<file path="src/rtl/ivt_pkg.sv">
package ivt_pkg;
  localparam int REG_W = 32;
  typedef enum logic [1:0] {
    SEL_LIMIT = 2'd0,
    SEL_COUNT = 2'd1,
    SEL_ATTR  = 2'd2,
    SEL_NONE  = 2'd3
  } reg_sel_e;
  localparam int ATTR_MSK_BIT = 31;
  localparam int ATTR_ACT_BIT = 30;
  localparam int ATTR_PRI_LSB = 16;
endpackage

</file>
<file path="src/rtl/ivt_channel.sv">
module ivt_channel #(
  parameter int CW = 31,
  parameter int VW = 16,
  parameter int PW = 4
) (
  input  logic          clk,
  input  logic          rst_n,
  input  logic          tick,
  input  logic          lim_we,
  input  logic          attr_we,
  input  logic [31:0]   wdata,
  input  logic          ack,
  output logic [CW-1:0] reload_o,
  output logic          inh_o,
  output logic [CW-1:0] cnt_o,
  output logic          tgl_o,
  output logic          msk_o,
  output logic          act_o,
  output logic [VW-1:0] vec_o,
  output logic [PW-1:0] pri_o,
  output logic          irq_o
);
  import ivt_pkg::*;

  logic [CW-1:0] reload_q, reload_d, cnt_q, cnt_d;
  logic          inh_q, inh_d, tgl_q, tgl_d, msk_q, msk_d, act_q, act_d, irq_q, irq_d;
  logic [VW-1:0] vec_q, vec_d;
  logic [PW-1:0] pri_q, pri_d;
  logic          start, fire;

  always_comb begin
    reload_d = reload_q;
    inh_d    = inh_q;
    cnt_d    = cnt_q;
    tgl_d    = tgl_q;
    msk_d    = msk_q;
    vec_d    = vec_q;
    pri_d    = pri_q;
    fire     = 1'b0;
    start    = lim_we && inh_q && !wdata[31];
    if (lim_we) begin
      reload_d = wdata[CW-1:0];
      inh_d    = wdata[31];
    end
    if (start) begin
      cnt_d = wdata[CW-1:0];
      tgl_d = 1'b0;
    end else if (!inh_q && tick) begin
      if (cnt_q == '0) begin
        cnt_d = reload_q;
        tgl_d = ~tgl_q;
        fire  = 1'b1;
      end else begin
        cnt_d = cnt_q - 1'b1;
      end
    end
    if (attr_we) begin
      msk_d = wdata[ATTR_MSK_BIT];
      pri_d = wdata[ATTR_PRI_LSB +: PW];
      vec_d = wdata[VW-1:0];
    end
    irq_d = fire && !msk_q;
    act_d = (act_q && !ack) || irq_d;
  end

  always_ff @(posedge clk or negedge rst_n) begin
    if (!rst_n) begin
      reload_q <= '0;
      inh_q    <= 1'b1;
      cnt_q    <= '0;
      tgl_q    <= 1'b0;
      msk_q    <= 1'b1;
      act_q    <= 1'b0;
      vec_q    <= '0;
      pri_q    <= '0;
      irq_q    <= 1'b0;
    end else begin
      reload_q <= reload_d;
      inh_q    <= inh_d;
      cnt_q    <= cnt_d;
      tgl_q    <= tgl_d;
      msk_q    <= msk_d;
      act_q    <= act_d;
      vec_q    <= vec_d;
      pri_q    <= pri_d;
      irq_q    <= irq_d;
    end
  end

  assign reload_o = reload_q;
  assign inh_o    = inh_q;
  assign cnt_o    = cnt_q;
  assign tgl_o    = tgl_q;
  assign msk_o    = msk_q;
  assign act_o    = act_q;
  assign vec_o    = vec_q;
  assign pri_o    = pri_q;
  assign irq_o    = irq_q;
endmodule

</file>
<file path="src/rtl/ivt_rdmux.sv">
module ivt_rdmux #(
  parameter int NTMR = 4,
  parameter int CW   = 31,
  parameter int VW   = 16,
  parameter int PW   = 4,
  localparam int IW  = $clog2(NTMR),
  localparam int AW  = IW + 2
) (
  input  logic [AW-1:0]      addr,
  input  logic [NTMR*CW-1:0] reload,
  input  logic [NTMR-1:0]    inh,
  input  logic [NTMR*CW-1:0] cnt,
  input  logic [NTMR-1:0]    tgl,
  input  logic [NTMR-1:0]    msk,
  input  logic [NTMR-1:0]    act,
  input  logic [NTMR*VW-1:0] vec,
  input  logic [NTMR*PW-1:0] pri,
  output logic [31:0]        rdata
);
  import ivt_pkg::*;

  logic [IW-1:0] idx;
  reg_sel_e      sel;

  assign idx = addr[AW-1:2];
  assign sel = reg_sel_e'(addr[1:0]);

  always_comb begin
    rdata = '0;
    case (sel)
      SEL_LIMIT: begin
        rdata[31]     = inh[idx];
        rdata[CW-1:0] = reload[idx*CW +: CW];
      end
      SEL_COUNT: begin
        rdata[31]     = tgl[idx];
        rdata[CW-1:0] = cnt[idx*CW +: CW];
      end
      SEL_ATTR: begin
        rdata[ATTR_MSK_BIT]           = msk[idx];
        rdata[ATTR_ACT_BIT]           = act[idx];
        rdata[ATTR_PRI_LSB +: PW]     = pri[idx*PW +: PW];
        rdata[VW-1:0]                 = vec[idx*VW +: VW];
      end
      default: rdata = '0;
    endcase
  end
endmodule

</file>
<file path="src/rtl/ivt_group.sv">
module ivt_group #(
  parameter int NTMR = 4,
  parameter int CW   = 31,
  parameter int VW   = 16,
  parameter int PW   = 4,
  localparam int IW  = $clog2(NTMR),
  localparam int AW  = IW + 2
) (
  input  logic               clk,
  input  logic               rst_n,
  input  logic               tick,
  input  logic               wr_en,
  input  logic [AW-1:0]      addr,
  input  logic [31:0]        wdata,
  output logic [31:0]        rdata,
  input  logic [NTMR-1:0]    irq_ack,
  output logic [NTMR-1:0]    irq_req,
  output logic [NTMR*VW-1:0] irq_vec,
  output logic [NTMR*PW-1:0] irq_pri
);
  import ivt_pkg::*;

  logic [NTMR*CW-1:0] reload, cnt;
  logic [NTMR-1:0]    inh, tgl, msk, act, lim_we, attr_we;

  for (genvar i = 0; i < NTMR; i++) begin : g_tmr
    assign lim_we[i]  = wr_en && (addr[AW-1:2] == IW'(i)) && (addr[1:0] == SEL_LIMIT);
    assign attr_we[i] = wr_en && (addr[AW-1:2] == IW'(i)) && (addr[1:0] == SEL_ATTR);

    ivt_channel #(.CW(CW), .VW(VW), .PW(PW)) u_ch (
      .clk      (clk),
      .rst_n    (rst_n),
      .tick     (tick),
      .lim_we   (lim_we[i]),
      .attr_we  (attr_we[i]),
      .wdata    (wdata),
      .ack      (irq_ack[i]),
      .reload_o (reload[i*CW +: CW]),
      .inh_o    (inh[i]),
      .cnt_o    (cnt[i*CW +: CW]),
      .tgl_o    (tgl[i]),
      .msk_o    (msk[i]),
      .act_o    (act[i]),
      .vec_o    (irq_vec[i*VW +: VW]),
      .pri_o    (irq_pri[i*PW +: PW]),
      .irq_o    (irq_req[i])
    );
  end

  ivt_rdmux #(.NTMR(NTMR), .CW(CW), .VW(VW), .PW(PW)) u_rd (
    .addr   (addr),
    .reload (reload),
    .inh    (inh),
    .cnt    (cnt),
    .tgl    (tgl),
    .msk    (msk),
    .act    (act),
    .vec    (irq_vec),
    .pri    (irq_pri),
    .rdata  (rdata)
  );
endmodule

</file>
<file path="config.mk">
export PLATFORM = sky130hd
export DESIGN_NAME = ivt_group
export DESIGN_NICKNAME = d
export VERILOG_FILES = /design/src/rtl/ivt_pkg.sv /design/src/rtl/ivt_channel.sv /design/src/rtl/ivt_rdmux.sv /design/src/rtl/ivt_group.sv
export SDC_FILE = /design/constraint.sdc
export NUM_CORES = 1
export LEC_CHECK = 0
export BUFFER_PORTS_ARGS = -buffer_cell sky130_fd_sc_hd__buf_2
export CAP_MARGIN = 20
export CORE_MARGIN = 2
export CORE_UTILIZATION = 60
export CTS_CLUSTER_SIZE = 16
export DETAILED_ROUTE_END_ITERATION = 8
export PLACE_DENSITY_LB_ADDON = 0.25
export SKIP_CTS_REPAIR_TIMING = 1
export SYNTH_ARGS = -nofsm -noshare
export SYNTH_HDL_FRONTEND = slang
export SYNTH_SLANG_ARGS = --single-unit
</file>
<file path="constraint.sdc">
create_clock -name clk -period 6.45 [get_ports clk]
set_input_delay 1.935 -clock clk [delete_from_list [all_inputs] [get_ports clk]]
set_output_delay 1.935 -clock clk [all_outputs]
set_load 0.01 [all_outputs]
</file>
After elaboration in Yosys (flattened, before gate mapping)
Index checks and enable logic that the tools add are counted.
W data, S select, Z words.
Operators by class
  add/subtract/negate cells: 4
  multipliers: 1
  div/mod/pow operators: 0
  magnitude comparators: 1
  equality and inequality tests: 5
  shifts and indexed selects: 4
  mux-type cells: 47
  bitwise gates (word level): 4
  reductions and logical operators: 67
Operators by type and width (count)
  $mux W31: 12
  $shiftx A124 B8 Y31: 2
  $logic_not A31 Y1: 4
  $sub A31 B1 Y31 const B: 4
  $shiftx A64 B7 Y16: 1
  $pmux W20 S3: 1
  $logic_and A1 B1 Y1: 32
  $mux W1: 28
  $pmux W10 S2: 1
  $reduce_bool A2 Y1: 8
  $shiftx A16 B5 Y4: 1
  $logic_not A1 Y1: 13
  $bmux W1 S2: 4
  $reduce_and A2 Y1: 4
  $mul A2 B5 Y7 const B: 1
  $eq A2 B2 Y1 const B: 3
  $pmux W2 S3: 1
  $eq A2 B1 Y1 const B: 2
  $logic_not A2 Y1: 2
  $logic_or A1 B1 Y1: 4
  $not A1 Y1: 4
  $lt A2 B3 Y1 const B: 1
Storage, ports and cells
  bits in registers: 348
  bits in latches: 0
  RAM bits: 0
  memory bits (read-only): 0
  bits of input ports: 44
  output and inout bits: 116
  word-level logic and storage cells: 169
  memories: 0

Logic depth before layout (Yosys ltp)
Gate-level depths: netlist of the first run.
  depth after elaboration: 8
  gate-level depth with buffers: 10
  depth with buffers taken out: 8

Modules after synthesis
A second synthesis of the first run with hierarchy kept.
Unflattened totals
  cells, all modules: 1864
  area, all modules: 20661.1 sq um
By module, submodules not included
  ivt_channel at g_tmr[2].u_ch ...: instances 2, cells an instance 419, area an instance 4519.3 sq um, sequential area each 2179.6 sq um
  ivt_channel at g_tmr[0].u_ch ...: instances 2, cells an instance 405, area an instance 4465.5 sq um, sequential area each 2179.6 sq um
  ivt_rdmux: instances 1, cells an instance 203, area an instance 2618.8 sq um, sequential area each 0.0 sq um
  ivt_group: instances 1, cells an instance 13, area an instance 72.6 sq um, sequential area each 0.0 sq um

Least setup slack after synthesis of the first run
Ideal clock, no wire load.
  path type: input to output
  start point: input port addr[2]
  end point: output port rdata[21]
  arrival time: 3914 ps
  required time: 4515 ps
  path slack: 601 ps
  stages: 6
  path buffers: 3
  cells stage by stage: clkbuf_1 buf_1 buf_1 mux4_2 mux2i_1 nor2_1
On the way
  cells in the longest elaborated chain, start to end: 3
  elaborated cells on any way between the ends: 4
  classes of those cells: mul (1); shift (2); mux (1)
Ends and longest elaborated chain
  start: declaration: RTL line ivt_group.sv:13  | input logic [AW-1:0] addr,
  $mul A2 B5 Y7 *: RTL line ivt_rdmux.sv:33, ivt_rdmux.sv:37
  $shiftx A124 B8 Y31, on equally long branches: RTL line ivt_rdmux.sv:37, ivt_rdmux.sv:33
  $pmux W10 S2 *: RTL line ivt_rdmux.sv:30  | case (sel)
  end: declaration: RTL line ivt_group.sv:15  | output logic [31:0] rdata,
Every way passes the cells marked *; elsewhere a longest branch is shown, timed or not.

Final worst setup path of the first run
  start point: input port addr[2]
  end point: output port rdata[29]
The elaborated chain is that of the path after synthesis.

==> out/results.tsv, run 1 <==
stage	metric	value	unit
synth	Synth Warn #	0	
global_routing	gr usage total	41.18	%
drt	drc violations	0	
flow_run	Max Cap Viol	0	
synth	Avg Cell Area, Syn	10.80	um2
floorplan	I/O pins	160	
worst_setup_path	Bufs and invs on worst path	3	
cells_and_area	Area Overhead vs Synth	12.26	%
floorplan	initial core utilization	61.23	%
floorplan	die area	0.03476	mm2
synth	register area share after synthesis	43.65	%
worst_setup_path	max incr delay on CP	0.52	ns
timing	worst slew pin tran	1.201	ns
synth	FFs w/ async S/R, synth	100.0	%
worst_setup_path	crit path kind	in -> out	
pwr	Peak VDD IR	0.2353	mV
timing	Tcrit/Tclk final	89.25	%
worst_setup_path	Worst path top cell family by delay	buffers and inverters	
worst_setup_path	CP arrival	3.82	ns
synth	post-synth cell types	65	
timing	final hold vios	0	
drt	number of DRC markers in iteration 0	2646	
drt	Routed WL per cell	29.76	um
cts	clk_lat worst skew	0.54	ns
cts	H-tree depth	2	
drt	Via density	7.195	
synth	top cells by area, synth	dfrtp_1 43%, mux2_2 12%, mux4_2 9.7%	
global_routing	vias in the first global route	17160	
timing	Max-slew headroom	19.22	%
worst_hold_path	WHS Endpoint	g_tmr[0].u_ch.act_o	
cts	TritonCTS clock tree	yes	
timing	clk_skew	0.01499	ns
timing	final setup TNS	0	ns
floorplan	chip width	186.5	um
pwr	pwr/cell area	415.2	mW/mm2
worst_hold_path	min-delay worst type	reg -> reg	
placement	PortBufs	159	
cts	clock sinks	348	
synth	main combinational cell family by area after synthesis	multiplexers	
cts	Bufs on Longest Clock Path	3	
pwr	Lkg Pwr	9.910	nW
worst_setup_path	slowest CP cell	buf_6	
timing	Period minus WS final	5.757	ns
floorplan	die height	186.5	um
timing	Final setup viols	0	
floorplan	core area	0.03262	mm2
drt	DRT Pass-1 Iters	6	
synth	cell count after synthesis	1850	
worst_setup_path	Crit Path Max Fanout	48	
synth	Compound-Gate Fraction of Synth Area	11.13	%
placement	GPL Wtd Cong	1.022	
cts	CTS buffer count	39	
cells_and_area	Layout Nets	1995	
global_routing	initial antenna violation count	4	
worst_setup_path	R2R Setup Slk	2.72	ns
worst_setup_path	worst r2r dst	g_tmr[2].u_ch.cnt_o[23]	
timing	Max Fclk	173.7	MHz
synth	flops & latches, synth	348	
placement	DP HPWL	49250	um
timing	Slew Viols, Final	0	
worst_hold_path	Hold Path Stages	1	
cts	clk root buf	clkbuf_16	
worst_setup_path	crit-path cells	buf_6, buf_4, mux4_2, mux2i_1, nor2_1, buf_2	
drt	Top Layer Used	met5	
global_routing	global-route wire length before repair	108000	um
synth	post-synthesis mux area share	23.40	%
synth	adder-cell area share of the yosys netlist	0.5012	%
synth	Post-synth EDFFs	0	
drt	Antenna Nets Post-Route	0	
cells_and_area	share of cells above drive strength 1	30.10	%
cells_and_area	most common cell after layout, fill and taps aside	dfrtp_1	
synth	dominant synthesized flop cell	dfrtp_1	
synth	Post-Synth Simple-Gate Area	13.30	%
worst_setup_path	Setup crit end kind	output port	
floorplan	Cell Rows	66	
global_routing	Overflow after GRT	0	
drt	WL met3	10390	um
drt	Metal-1 WL	26860	um
cells_and_area	most frequent cells in the layout	340 x dfrtp_1, 212 x mux2_2, 156 x buf_2, 121 x nor2_1, 112 x o21ai_0	
global_routing	pin count of the biggest net entering global routing	120	
timing	RSZ-0062 raised after global routing	no	
outcome	status	finished clean	
synth	share of the synthesized area in the top cell type	42.60	%
synth	XOR/XNOR share of the synthesized area	4.254	%
timing	minimum hold slack	0.4988	ns
drt	met2 wire length	30670	um
worst_setup_path	FF-to-FF path depth	6	
drt	Routed WL	71870	um
worst_hold_path	worst hold start	g_tmr[0].u_ch.act_o	
worst_setup_path	reg2reg start	g_tmr[2].u_ch.cnt_o[8]	
worst_setup_path	CP startpoint kind	input port	
synth	Post-Syn Nets	1902	
worst_setup_path	CP Data Required Time	4.51	ns
synth	synthesized cell area	0.01997	mm2
drt	vias	17380	
cts	Reg clk slew, reported paths	0.06	ns
synth	Synth area leader	dfrtp_1	
power breakdown:
group	switching [mW]	internal [mW]	leakage [nW]	total [mW]
Combinational	1.75	1.50	4.92	3.25
Clock	0.919	1.31	0.616	2.23
Sequential	1.00	2.82	4.37	3.83
area by class of cell:
class	instances	area [um2]
antenna	3	7.507
clock buffer	61	1159
clock inverter	7	96.34
fill	2427	10200
inverter	38	142.6
multi-input combinational	1309	10550
sequential	348	8718
tap	442	553.0
timing repair buffer	207	1197
cells in the mapped netlist (all sizes together) (5+ instances only):
cell / number
a221o: 9
nand3: 58
o311ai: 17
a211o: 12
nor2: 122
o21ai: 117
nand2b: 8
or4: 15
a211oi: 5
o211ai: 13
clkbuf: 125
dfrtp: 340
o221ai: 12
and3: 52
inv: 38
or2: 7
ha: 8
a22oi: 31
buf: 30
xor2: 39
mux4: 86
xnor2: 58
nor4: 38
mux2i: 35
nor3b: 7
nand2: 95
dfstp: 8
mux2: 212
o31ai: 9
o22ai: 28
nor2b: 8
nand4: 15
or3: 17
nor3: 51
a21oi: 73
a31oi: 7
routing by layer:
layer | up-vias | GRT usage (%)
met2 | 1348 | 59.36
met1 | 8654 | 56.86
li1 | 7099 | -
met3 | 274 | 12.77
met5 | - | 0
met4 | 2 | 20.39
stage by stage:
step / total power, mW / cell area [um2] / std cells / util (%) / setup slack (ns)
floorplan: 5.625 / 19970 / 1850 / - / 0.6007
global placement: 6.816 / 21150 / 2343 / 64.85 / 0.6741
CTS: 9.176 / 22410 / 2411 / 68.70 / 0.6620
detailed placement: 6.936 / 21150 / 2343 / 64.85 / 0.6591
global route: 9.709 / 22420 / 2413 / 68.72 / 0.5388
finish: 9.309 / 22420 / 2415 / 68.74 / 0.6934
state kept, by name, summed over array words and instances (netlist names):
signal	cells
g_tmr.u_ch.reload_o	124
g_tmr.u_ch.msk_o	4
g_tmr.u_ch.irq_o	4
g_tmr.u_ch.pri_o	16
g_tmr.u_ch.vec_o	64
g_tmr.u_ch.inh_o	4
g_tmr.u_ch.act_o	4
g_tmr.u_ch.tgl_o	4
g_tmr.u_ch.cnt_o	124
how the worst max path moves through the flow:
stage | startpoint | end | cells past startpoint
finish | addr[2] | rdata[29] | 6
global route | addr[2] | rdata[25] | 6
CTS | addr[2] | rdata[29] | 6
detailed placement | addr[2] | rdata[29] | 6
global placement | addr[2] | rdata[29] | 6
floorplan | addr[2] | rdata[21] | 6
cell families after synthesis:
logic type	after synthesis
AO/OA/AOI/OAI	353
XOR/XNOR	97
adder cells (fa/ha/maj)	8
buffers and inverters	193
flip-flops	348
multiplexers	333
AND/OR/NAND/NOR	518
(Power assumes the default switching activity.)
==> run 2, diff against run 1 <==
--- a/config.mk
+++ b/config.mk
@@ -8,11 +8,12 @@
 export BUFFER_PORTS_ARGS = -buffer_cell sky130_fd_sc_hd__buf_2
 export CAP_MARGIN = 20
 export CORE_MARGIN = 2
-export CORE_UTILIZATION = 60
+export CORE_UTILIZATION = 55
 export CTS_CLUSTER_SIZE = 16
 export DETAILED_ROUTE_END_ITERATION = 8
 export PLACE_DENSITY_LB_ADDON = 0.25
 export SKIP_CTS_REPAIR_TIMING = 1
 export SYNTH_ARGS = -nofsm -noshare
 export SYNTH_HDL_FRONTEND = slang
+export SYNTH_HIERARCHICAL = 1
 export SYNTH_SLANG_ARGS = --single-unit
==> constraint.sdc (replaced) <==
create_clock -name clk -period 4.9 [get_ports clk]
set_input_delay 1.47 -clock clk [delete_from_list [all_inputs] [get_ports clk]]
set_output_delay 1.47 -clock clk [all_outputs]
set_load 0.005 [all_outputs]
==> run 2 against run 1 <==
  * First-iteration DRC count decreased by 20%
  * Clock skew increased by 0.0053 ns
  * Critical endpoint is now rdata[19]
  * Design area increased by 3.2%
  * Critical path depth unchanged
  * Sequential share of layout area decreased by 1.2 points
  * Routed wire length decreased by 2.1%
  * Critical path type unchanged
  * Highest routed layer unchanged
==> out/results.tsv, run 2 <==
stage	metric	value	unit	change
drt	Antenna Nets Post-Route	0		unchanged
drt	Via density	7.026		-2.4%
synth	post-synth cell types	72		+11%
timing	Max-slew headroom	28.55	%	+9.3 points
worst_setup_path	CP arrival	3.19	ns	-0.63 ns
cells_and_area	share of cells above drive strength 1	32.09	%	+2.0 points
synth	dominant synthesized flop cell	dfrtp_1		
floorplan	die area	0.03913	mm2	+13%
worst_setup_path	Setup crit end kind	output port		
flow_run	Max Cap Viol	0		unchanged
synth	share of the synthesized area in the top cell type	41.18	%	-1.4 points
synth	cell count after synthesis	1864		+0.76%
global_routing	gr usage total	36.01	%	-5.2 points
cells_and_area	Finished Layout Cells	2482		+2.8%
synth	Post-synth top cells	340 x dfrtp_1, 206 x mux2_2, 143 x nor2_1		
synth	flops & latches, synth	348		unchanged
placement	GPL Wtd Cong	0.9836		-3.8%
cells_and_area	most frequent cells in the layout	340 x dfrtp_1, 206 x mux2_2, 156 x buf_2, 136 x nor2_1, 113 x nand2_1		
drt	Routed WL	70370	um	-2.1%
timing	final hold vios	0		unchanged
worst_hold_path	min-delay worst type	reg -> reg		
cells_and_area	Area Overhead vs Synth	12.00	%	
cells_and_area	fillcell total	2926		+21%
synth	Synth Warn #	6		+6
synth	Post-Syn Nets	1916		+0.74%
synth	Synth area leader	dfrtp_1		
pwr	Lkg Pwr	10.28	nW	+3.7%
pwr	Total Power	12.54	mW	+35%
timing	worst slew pin tran	1.068	ns	-0.1328 ns
drt	DRT Pass-1 Iters	8		+2
placement	PortBufs	159		unchanged
worst_setup_path	crit path kind	in -> out		
global_routing	global-route wire length before repair	104700	um	-3.1%
global_routing	Overflow after GRT	0		unchanged
synth	register area share after synthesis	42.20	%	-1.5 points
cells_and_area	Layout Nets	2035		+2.0%
cts	TritonCTS clock tree	yes		
synth	synthesized cell area	0.02066	mm2	+3.4%
cts	clock sinks	348		unchanged
cts	clk root buf	clkbuf_16		
timing	Period minus WS final	4.664	ns	
timing	RSZ-0062 raised after global routing	no		
floorplan	Cell Rows	70		+6.1%
timing	clk_skew	0.02028	ns	+0.005290 ns
worst_setup_path	CP Data Required Time	3.43	ns	-1.08 ns
floorplan	core area	0.03679	mm2	+13%
floorplan	I/O pins	160		unchanged
timing	Slew Viols, Final	0		unchanged
placement	DP HPWL	50260	um	+2.1%
cts	CTS buffer count	39		unchanged
drt	vias	17440		+0.35%
cts	clk_lat worst skew	0.56	ns	+0.02 ns
pwr	Peak VDD IR	0.2093	mV	-11%
cells_and_area	Post-Layout Inst Area	0.02314	mm2	+3.2%
outcome	status	finished clean		
cts	Bufs on Longest Clock Path	3		unchanged
timing	Final setup viols	0		unchanged
cells_and_area	post-route core utilization	62.91	%	-5.8 points
floorplan	initial core utilization	56.17	%	-5.1 points
timing	final setup TNS	0	ns	unchanged
floorplan	die height	197.8	um	+6.1%
floorplan	chip width	197.8	um	+6.1%
timing	Tcrit/Tclk final	95.19	%	
global_routing	initial antenna violation count	4		unchanged
cts	H-tree depth	2		unchanged
placement	dpl cell area	0.02179	mm2	+3.0%
cells_and_area	most common cell after layout, fill and taps aside	dfrtp_1		
synth	count leader, synth	dfrtp_1		
timing	Max Fclk	214.4	MHz	
global_routing	vias in the first global route	16310		-4.9%
synth	Avg Cell Area, Syn	11.08	um2	+2.7%
placement	dpl cells	2409		+2.8%
drt	drc violations	0		unchanged
drt	number of DRC markers in iteration 0	2127		-20%
pwr	pwr/cell area	541.7	mW/mm2	+30%
worst_setup_path	Crit Path Max Fanout	33		-31%
drt	Routed WL per cell	28.35	um	-4.7%
cts	Reg clk slew, reported paths	0.06	ns	about the same
global_routing	pin count of the biggest net entering global routing	120		unchanged
synth	FFs w/ async S/R, synth	100.0	%	unchanged
worst_setup_path	CP startpoint kind	input port		
synth	top cells by area, synth	dfrtp_1 41%, mux2_2 11%, mux4_2 9.4%		
synth	Post-synth EDFFs	0		unchanged
==> run 2: path summary, 6_finish.rpt <==
kind	depth (start not counted)	slack [ns]	end	from
min in group asynchronous	1	1.01	g_tmr[0].u_ch/cnt_o[29]	rst_n
max in group asynchronous	2	2.82	g_tmr[2].u_ch/cnt_o[21]	rst_n
setup / recovery	6	0.24	rdata[19]	addr[2]
hold reg to reg	1	0.48	g_tmr[2].u_ch/tgl_o	g_tmr[2].u_ch/tgl_o
hold / removal	1	0.48	g_tmr[2].u_ch/tgl_o	g_tmr[2].u_ch/tgl_o
setup reg to reg	5	1.22	g_tmr[1].u_ch/cnt_o[12]	g_tmr[1].u_ch/cnt_o[3]
==> run 2: area by class of cell <==
cell class              instances  area, um2  share of cell area (%)
multi-input cells            1364      11120                   48.07
flip-flops and latches        348       8718                   37.68
repair buffers                212       1300                   5.618
clock buffers                  56       1151                   4.974
well taps                     468      585.6                   2.530
clock inverters                15      192.7                  0.8327
inverters                      18      67.56                  0.2920
diodes                          1      2.502                 0.01081
==> run 2: report_power, final <==
group          switching (mW)  leakage (nW)  total, mW  internal [mW]
registers                1.48          4.37       5.19           3.71
clock network            1.23         0.665       3.08           1.85
logic                    2.23          5.24       4.27           2.04
total                    4.94          10.3       12.5           7.60
==> run 2: kinds of logic (layout without fill, tap and decap cells) <==
kind of cell               Yosys count  in the layout  synth area share (%)
other                                0              1                     0
AOI/OAI and AO/OA                  304            304                 9.689
and+or+nand+nor                    622            622                 16.70
buffers and inverters              152            301                 4.227
adders and majority gates            8              8                0.4845
DFF                                348            348                 42.20
xor gates and xnor gates            96             96                 4.069
muxes                              334            334                 22.64
==> run 2: routing by layer <==
layer  part of all wire [%]  track usage, %
met5                  0.017               0
met4                    3.4           12.11
met3                     13           9.845
met2                     44           52.37
met1                     39           52.20
==> run 2: through the flow <==
stage,setup slack (ns),hold slack (ns)
6_report,0.2356,0.4792
3_5_place_dp,0.2493,0.4728
4_1_cts,0.2488,0.4801
2_1_floorplan,0.8059,0.4397
5_1_grt,0.1622,0.5072
3_3_place_gp,0.2646,0.4625
==> run 2: critical path: stages <==
cell,delay (ns)
buf_6,0.39
buf_4,0.27
mux4_2,0.51
a22oi_1,0.22
nand2_1,0.15
buf_2,0.16
